### config.mk
export PLATFORM = sky130hd
export DESIGN_NAME = flash_cmd_decoder
export DESIGN_NICKNAME = d
export VERILOG_FILES = /design/src/rtl/fcd_pkg.sv /design/src/rtl/fcd_wr_strobe.sv /design/src/rtl/fcd_seq_fsm.sv /design/src/rtl/fcd_read_rom.sv /design/src/rtl/flash_cmd_decoder.sv
export SDC_FILE = /design/constraint.sdc
export NUM_CORES = 1
export LEC_CHECK = 0
export ABC_CLOCK_PERIOD_IN_PS = 3700
export BUFFER_PORTS_ARGS = -buffer_cell sky130_fd_sc_hd__buf_2
export CORE_MARGIN = 4
export CORE_UTILIZATION = 40
export CTS_BUF_LIST = sky130_fd_sc_hd__clkbuf_16
export DETAILED_ROUTE_END_ITERATION = 16
export HOLD_SLACK_MARGIN = 0.05
export PLACE_DENSITY_LB_ADDON = 0.12
export SLEW_MARGIN = 20
export SYNTH_ARGS = -nofsm -noshare
export SYNTH_HDL_FRONTEND = slang
export SYNTH_HIERARCHICAL = 1
export SYNTH_SLANG_ARGS = --single-unit
### constraint.sdc
create_clock -name clk_i -period 3.7 [get_ports clk_i]
set_input_delay 0.37 -clock clk_i [delete_from_list [all_inputs] [get_ports clk_i]]
set_output_delay 0.37 -clock clk_i [all_outputs]
set_load 0.1 [all_outputs]
### src/rtl/fcd_pkg.sv
`timescale 1ns/1ps
package fcd_pkg;
  typedef enum logic [1:0] {MODE_ARRAY = 2'd0, MODE_ID = 2'd1, MODE_CFI = 2'd2} rd_mode_e;
  typedef enum logic [2:0] {
    SEQ_IDLE, SEQ_UNL1, SEQ_UNL2, SEQ_PROG, SEQ_ERS1, SEQ_ERS2, SEQ_ERS3
  } seq_e;

  localparam int ACT_N    = 4;
  localparam int ACT_PROG = 0;
  localparam int ACT_SECT = 1;
  localparam int ACT_BLK  = 2;
  localparam int ACT_CHIP = 3;

  localparam int CMP_W = 16;
  localparam logic [CMP_W-1:0] ADR_KEY_A = 16'h5555;
  localparam logic [CMP_W-1:0] ADR_KEY_B = 16'h2AAA;

  localparam logic [7:0] CMD_KEY_A = 8'hAA;
  localparam logic [7:0] CMD_KEY_B = 8'h55;
  localparam logic [7:0] CMD_PROG  = 8'hA0;
  localparam logic [7:0] CMD_ERASE = 8'h80;
  localparam logic [7:0] CMD_ID    = 8'h90;
  localparam logic [7:0] CMD_CFI   = 8'h98;
  localparam logic [7:0] CMD_EXIT  = 8'hF0;
  localparam logic [7:0] CMD_CHIP  = 8'h10;
  localparam logic [7:0] CMD_SECT  = 8'h30;
  localparam logic [7:0] CMD_BLK   = 8'h50;
endpackage

### src/rtl/fcd_wr_strobe.sv
`timescale 1ns/1ps
module fcd_wr_strobe (
  input  logic clk_i,
  input  logic rst_ni,
  input  logic ce_ni,
  input  logic we_ni,
  input  logic oe_ni,
  output logic take_o
);
  logic wr_act, wr_q;

  assign wr_act = ~ce_ni & ~we_ni & oe_ni;

  always_ff @(posedge clk_i or negedge rst_ni) begin
    if (!rst_ni) wr_q <= 1'b0;
    else         wr_q <= wr_act;
  end

  // one write per strobe low period
  assign take_o = wr_act & ~wr_q;

  a_r1_single_take: assert property (@(posedge clk_i) disable iff (!rst_ni)
    take_o |=> !take_o);
endmodule

### src/rtl/fcd_seq_fsm.sv
`timescale 1ns/1ps
module fcd_seq_fsm
  import fcd_pkg::*;
#(
  parameter int ADDR_W = 19,
  parameter int DATA_W = 16
) (
  input  logic              clk_i,
  input  logic              rst_ni,
  input  logic              take_i,
  input  logic [ADDR_W-1:0] addr_i,
  input  logic [DATA_W-1:0] data_i,
  input  logic              busy_i,
  output rd_mode_e          mode_o,
  output logic [ACT_N-1:0]  act_o,
  output logic [ADDR_W-1:0] act_addr_o,
  output logic [DATA_W-1:0] act_data_o
);
  seq_e              seq_q, seq_d;
  rd_mode_e          mode_q, mode_d;
  logic [ACT_N-1:0]  act_q, act_d;
  logic [ADDR_W-1:0] act_addr_q;
  logic [DATA_W-1:0] act_data_q;
  logic [7:0]        cmd;
  logic              at_a, at_b, abort;

  assign cmd  = data_i[7:0];
  assign at_a = addr_i[CMP_W-1:0] == ADR_KEY_A;
  assign at_b = addr_i[CMP_W-1:0] == ADR_KEY_B;

  always_comb begin
    seq_d  = seq_q;
    mode_d = mode_q;
    act_d  = '0;
    abort  = 1'b0;
    if (take_i) begin
      unique case (seq_q)
        SEQ_IDLE: if (at_a && cmd == CMD_KEY_A) seq_d = SEQ_UNL1; else abort = 1'b1;
        SEQ_UNL1: if (at_b && cmd == CMD_KEY_B) seq_d = SEQ_UNL2; else abort = 1'b1;
        SEQ_UNL2: begin
          if (!at_a) abort = 1'b1;
          else begin
            unique case (cmd)
              CMD_PROG:  seq_d = SEQ_PROG;
              CMD_ERASE: seq_d = SEQ_ERS1;
              CMD_ID:    begin seq_d = SEQ_IDLE; mode_d = MODE_ID;  end
              CMD_CFI:   begin seq_d = SEQ_IDLE; mode_d = MODE_CFI; end
              CMD_EXIT:  begin
                seq_d = SEQ_IDLE;
                if (!busy_i) mode_d = MODE_ARRAY;
              end
              default:   abort = 1'b1;
            endcase
          end
        end
        SEQ_PROG: begin
          act_d[ACT_PROG] = 1'b1;
          seq_d = SEQ_IDLE;
        end
        SEQ_ERS1: if (at_a && cmd == CMD_KEY_A) seq_d = SEQ_ERS2; else abort = 1'b1;
        SEQ_ERS2: if (at_b && cmd == CMD_KEY_B) seq_d = SEQ_ERS3; else abort = 1'b1;
        SEQ_ERS3: begin
          seq_d = SEQ_IDLE;
          if (cmd == CMD_SECT)             act_d[ACT_SECT] = 1'b1;
          else if (cmd == CMD_BLK)         act_d[ACT_BLK]  = 1'b1;
          else if (cmd == CMD_CHIP && at_a) act_d[ACT_CHIP] = 1'b1;
          else abort = 1'b1;
        end
        default: abort = 1'b1;
      endcase
    end
    if (abort) begin
      seq_d = SEQ_IDLE;
      if (!busy_i) mode_d = MODE_ARRAY;
    end
  end

  always_ff @(posedge clk_i or negedge rst_ni) begin
    if (!rst_ni) begin
      seq_q      <= SEQ_IDLE;
      mode_q     <= MODE_ARRAY;
      act_q      <= '0;
      act_addr_q <= '0;
      act_data_q <= '0;
    end else begin
      seq_q  <= seq_d;
      mode_q <= mode_d;
      act_q  <= act_d;
      if (|act_d) begin
        act_addr_q <= addr_i;
        act_data_q <= data_i;
      end
    end
  end

  assign mode_o     = mode_q;
  assign act_o      = act_q;
  assign act_addr_o = act_addr_q;
  assign act_data_o = act_data_q;

  a_r9_act_onehot: assert property (@(posedge clk_i) disable iff (!rst_ni)
    $onehot0(act_q));
  a_r9_act_one_cycle: assert property (@(posedge clk_i) disable iff (!rst_ni)
    (|act_q) |=> !(|act_q));
  a_r2_act_after_write: assert property (@(posedge clk_i) disable iff (!rst_ni)
    (|act_q) |-> $past(take_i));
  a_r8_busy_holds_mode: assert property (@(posedge clk_i) disable iff (!rst_ni)
    (busy_i && mode_q != MODE_ARRAY) |=> mode_q != MODE_ARRAY);
  a_r4_mode_only_on_write: assert property (@(posedge clk_i) disable iff (!rst_ni)
    !take_i |=> $stable(mode_q));
endmodule

### src/rtl/fcd_read_rom.sv
`timescale 1ns/1ps
module fcd_read_rom
  import fcd_pkg::*;
#(
  parameter int              ADDR_W   = 19,
  parameter int              DATA_W   = 16,
  parameter logic [DATA_W-1:0] MFR_CODE = 16'h00BF,
  parameter logic [DATA_W-1:0] DEV_CODE = 16'h2781,
  parameter int              CFI_BASE = 16
) (
  input  rd_mode_e          mode_i,
  input  logic [ADDR_W-1:0] addr_i,
  output logic [DATA_W-1:0] rd_data_o
);
  localparam int          CFI_N   = 3;
  localparam logic [23:0] CFI_TAG = 24'h515259;

  logic [CFI_N-1:0]  cfi_hit;
  logic [DATA_W-1:0] cfi_word [CFI_N];

  for (genvar g = 0; g < CFI_N; g++) begin : g_cfi
    assign cfi_hit[g]  = addr_i == ADDR_W'(CFI_BASE + g);
    assign cfi_word[g] = DATA_W'(CFI_TAG[8*(CFI_N-1-g) +: 8]);
  end

  always_comb begin
    rd_data_o = '0;
    unique case (mode_i)
      MODE_ID: begin
        if (addr_i == '0)                rd_data_o = MFR_CODE;
        else if (addr_i == ADDR_W'(1))   rd_data_o = DEV_CODE;
      end
      MODE_CFI: begin
        for (int i = 0; i < CFI_N; i++)
          if (cfi_hit[i]) rd_data_o = cfi_word[i];
      end
      default: rd_data_o = '0;
    endcase
  end
endmodule

### src/rtl/flash_cmd_decoder.sv
`timescale 1ns/1ps
module flash_cmd_decoder
  import fcd_pkg::*;
#(
  parameter int ADDR_W = 19,
  parameter int DATA_W = 16
) (
  input  logic              clk_i,
  input  logic              rst_ni,
  input  logic              ce_ni,
  input  logic              we_ni,
  input  logic              oe_ni,
  input  logic [ADDR_W-1:0] addr_i,
  input  logic [DATA_W-1:0] data_i,
  input  logic              busy_i,
  output logic [1:0]        rd_mode_o,
  output logic [DATA_W-1:0] rd_data_o,
  output logic              prog_o,
  output logic              erase_sector_o,
  output logic              erase_block_o,
  output logic              erase_chip_o,
  output logic [ADDR_W-1:0] act_addr_o,
  output logic [DATA_W-1:0] act_data_o
);
  logic             take;
  rd_mode_e         mode;
  logic [ACT_N-1:0] act;

  fcd_wr_strobe u_strobe (
    .clk_i (clk_i), .rst_ni (rst_ni),
    .ce_ni (ce_ni), .we_ni (we_ni), .oe_ni (oe_ni),
    .take_o(take)
  );

  fcd_seq_fsm #(.ADDR_W(ADDR_W), .DATA_W(DATA_W)) u_fsm (
    .clk_i     (clk_i),
    .rst_ni    (rst_ni),
    .take_i    (take),
    .addr_i    (addr_i),
    .data_i    (data_i),
    .busy_i    (busy_i),
    .mode_o    (mode),
    .act_o     (act),
    .act_addr_o(act_addr_o),
    .act_data_o(act_data_o)
  );

  fcd_read_rom #(.ADDR_W(ADDR_W), .DATA_W(DATA_W)) u_rom (
    .mode_i   (mode),
    .addr_i   (addr_i),
    .rd_data_o(rd_data_o)
  );

  assign rd_mode_o      = mode;
  assign prog_o         = act[ACT_PROG];
  assign erase_sector_o = act[ACT_SECT];
  assign erase_block_o  = act[ACT_BLK];
  assign erase_chip_o   = act[ACT_CHIP];

  a_r6_mfr_code: assert property (@(posedge clk_i) disable iff (!rst_ni)
    (rd_mode_o == 2'd1 && addr_i == '0) |-> rd_data_o == DATA_W'(16'h00BF));
  a_r6_dev_code: assert property (@(posedge clk_i) disable iff (!rst_ni)
    (rd_mode_o == 2'd1 && addr_i == ADDR_W'(1)) |-> rd_data_o == DATA_W'(16'h2781));
  a_r9_array_zero: assert property (@(posedge clk_i) disable iff (!rst_ni)
    (rd_mode_o == 2'd0) |-> rd_data_o == '0);
  a_r1_no_act_no_write: assert property (@(posedge clk_i) disable iff (!rst_ni)
    !(ce_ni == 1'b0 && we_ni == 1'b0 && oe_ni == 1'b1) |=> !(prog_o || erase_sector_o || erase_block_o || erase_chip_o));
endmodule

==> metrics.md <==
| Metric | Value |
|---|---|
| Vias per cell | 5.70 |
| First-pass GRT wire length | 14.9 mm |
| Arr. time, crit path | 2.58 ns |
| Drt pass-1 iters | 5 |
| Worst VDD drop | 0.388 mV |
| DRC Markers | 0 |
| Register bit total from synthesis | 45 |
| Area Growth Syn to Fin | 22.1% |
| Routing usage on met3 | 0.0390 |
| Post-synthesis async set-or-reset flop share | 1.00 |
| Std-Cell Rows | 31 |
| Final min period | 2.95 ns |
| Clk sinks | 45 |
| Post-cts resize count | 0 |
| Clock transition at the registers of the reported paths | 0.06 ns |
| Multi-input logic area | 1740 sq um |
| Most common cell after layout, fill and taps aside | nand2_1 |
| Initial Util | 0.412 |
| Final Cycle Share | 0.798 |
| Worst Skew | 0.00509 ns |
| Post-synth EDFFs | 0 |
| Tot GR Track Use | 0.210 |
| # setup viols final | 0 |
| Worst path max stage delay | 0.49 ns |
| Crit path max fanout | 8 |
| Post-cts hold buffer count | 0 |
| Die Area | 8970 sq um |
| Number of distinct library cells after synthesis | 49 |
| Antenna diodes | 0 |
| Measured slew at the worst slew-check pin | 1.09 ns |
| Total power | 2.04 mW |
| Most frequent cells in the layout | 123 x nand2_1, 92 x buf_2, 42 x dfrtp_1 |
| Nets | 503 |
| Cells after Synth | 385 |
| Status | finished clean |
| Ports | 98 |
| Die W | 94.7 um |
| Fmax | 339 MHz |
| Initial antenna violation count | 0 |
| Vias in the first global route | 2919 |
| RD Place Congestion | 0.869 |
| Gr busiest metal | met2 |
| Highest-delay cell along the critical path | buf_2 |
| Ys flop type | dfrtp_1 |
| Max-slew headroom | 0.275 |
| Synth Warn # | 6 |
| Fin Hold WS | 0.0902 ns |
| Seq/Total Area, Yosys | 0.375 |
| IO buf count | 93 |
| Static Leak | 1.67 nW |
| Crit end category | output port |
| Met2 Usage GRT | 0.328 |
| Max Cap Viol | 0 |
| Unrepaired setup endpoints after global routing | false |
| P per Cell Area | 555 nW/um^2 |
| Reg area | 1130 sq um |
| Routed Antenna Nets | 0 |
| Crit path kind | register to output port |
| Pins over their slew limit | 0 |
| CTS tree | built |
| Detail Placement HPWL | 6.35 mm |
| Mapped cell area | 3010 sq um |
| Total number of vias | 3190 |
| Chip height | 94.7 um |
| Final Hold Violating Endpoints | 0 |
| WL final | 9.48 mm |
| Critical Path, Cell by Cell | inv_1 -> ha_1 -> nor4_1 -> nand2_1 -> a2111oi_2 -> buf_2 |
| Req. time, crit path | 3.33 ns |
| DRT iter0 DRCs | 218 |
| Core Area | 7290 sq um |
| GRT overflow | 0 |
| Post-CTS Setup Inserts | 0 |
| Layout cells sized above 1 | 0.284 |
| HP Class | input pin to asynchronous set/reset pin |
| Largest net degree at the start of global routing | 71 |
| Clk buf depth | 2 |
| Worst-Skew Late Latency | 0.29 ns |
| Syn Area/Cell | 7.81 sq um |
| Startpoint Class | register |
| Fill cells | 740 |
| DR WL/cell | 16.9 um |
| CTS Buf Count | 5 |
| Met1 usage | 0.299 |
| H-Tree Level Count | 2 |
| Clock Tree Root | clkbuf_16 |
==> cell families after synthesis <==
logic type	share of synthesized area
flip-flops	0.375
AND/OR/NAND/NOR	0.343
buffers and inverters	0.0653
adder cells (fa/ha/maj)	0.00832
AO/OA/AOI/OAI	0.207
other	0.00125
==> metal layers <==
| metal | up-vias | routed length [um] |
|---|---|---|
| met2 | 126 | 4390 |
| li1 | 1534 | - |
| met3 | 9 | 634 |
| met5 | - | 0 |
| met1 | 1521 | 4370 |
| met4 | 0 | 84 |
==> power by group <==
part	internal, mW	total (mW)	leakage (nW)	switching [mW]
Clock	0.243	0.428	0.0776	0.185
Sequential	0.584	0.657	0.595	0.0732
Combinational	0.117	0.951	1.00	0.834
==> metrics by stage <==
stage                     setup WS [ns]  utilization  instances  cell area [sq um]  TNS (ns)
final                             0.746        0.504        560               3670         0
after global routing              0.578        0.504        560               3670         0
after CTS                         0.743        0.503        560               3670         0
after detailed placement           1.05        0.485        552               3530         0
after global placement             1.05        0.485        552               3530         0
after floorplan                  -0.378            -        388               3050     -1.01
==> Yosys cell counts, types with 3 or more instances <==
master      n  area, sq um
nor4bb_1    4         40.0
nor4_1      7         43.8
nor2_1     18         67.6
dfrtp_1    45         1130
clkbuf_1   23         86.3
nand2_1   123          462
o21ai_0    33          165
nand3_1    15         75.1
inv_1       8         30.0
a22oi_1     3         22.5
nand4_1     5         31.3
buf_4       9         67.6
a32oi_1    28          245
or4_1       5         37.5
a21oi_1     6         30.0
and4bb_2    4         50.1
nor3b_1     4         30.0
nor3_1      5         25.0
o211ai_1    4         30.0
==> final cells by class <==
type	instances	area share
clock buffer	5	0.0341
clock inverter	3	0.00307
sequential	45	0.308
multi-input combinational	300	0.473
tap	99	0.0337
inverter	9	0.00920
timing repair buffer	99	0.140
==> worst max-delay path: cells and delay by family (launching register included) <==
kind	cells	cell delay, ns
flip-flops	1	0.39
buffers and inverters	2	0.54
adder cells (fa/ha/maj)	1	0.33
AND/OR/NAND/NOR	2	0.65
AO/OA/AOI/OAI	1	0.38
==> state kept, by name, indices dropped and copies added (netlist names) <==
register,flops
u_fsm/seq_q,3
u_fsm/act_o,4
u_fsm/act_addr_o,19
u_fsm/mode_o,2
u_strobe/wr_q,1
u_fsm/act_data_o,16
==> path summary, 6_finish.rpt <==
path / depth (start not counted) / slack (ns) / to / startpoint
worst max-delay path: 6 / 0.75 / rd_data_o[3] / u_fsm/mode_o[0]$_DFF_PN0_
worst max register to register: 5 / 1.42 / u_fsm/act_data_o[4]$_DFFE_PN0P_ / u_fsm/seq_q[2]$_DFFE_PN0P_
max in group asynchronous: 1 / 3.18 / u_fsm/seq_q[2]$_DFFE_PN0P_ / rst_ni
min in group clk_i: 2 / 0.26 / u_strobe/wr_q$_DFF_PN0_ / we_ni
worst min register to register: 2 / 0.49 / u_fsm/act_addr_o[6]$_DFFE_PN0P_ / u_fsm/act_addr_o[6]$_DFFE_PN0P_
worst min-delay path: 1 / 0.09 / u_fsm/act_data_o[2]$_DFFE_PN0P_ / rst_ni
No activity file was read; power rests on OpenSTA's default activity.
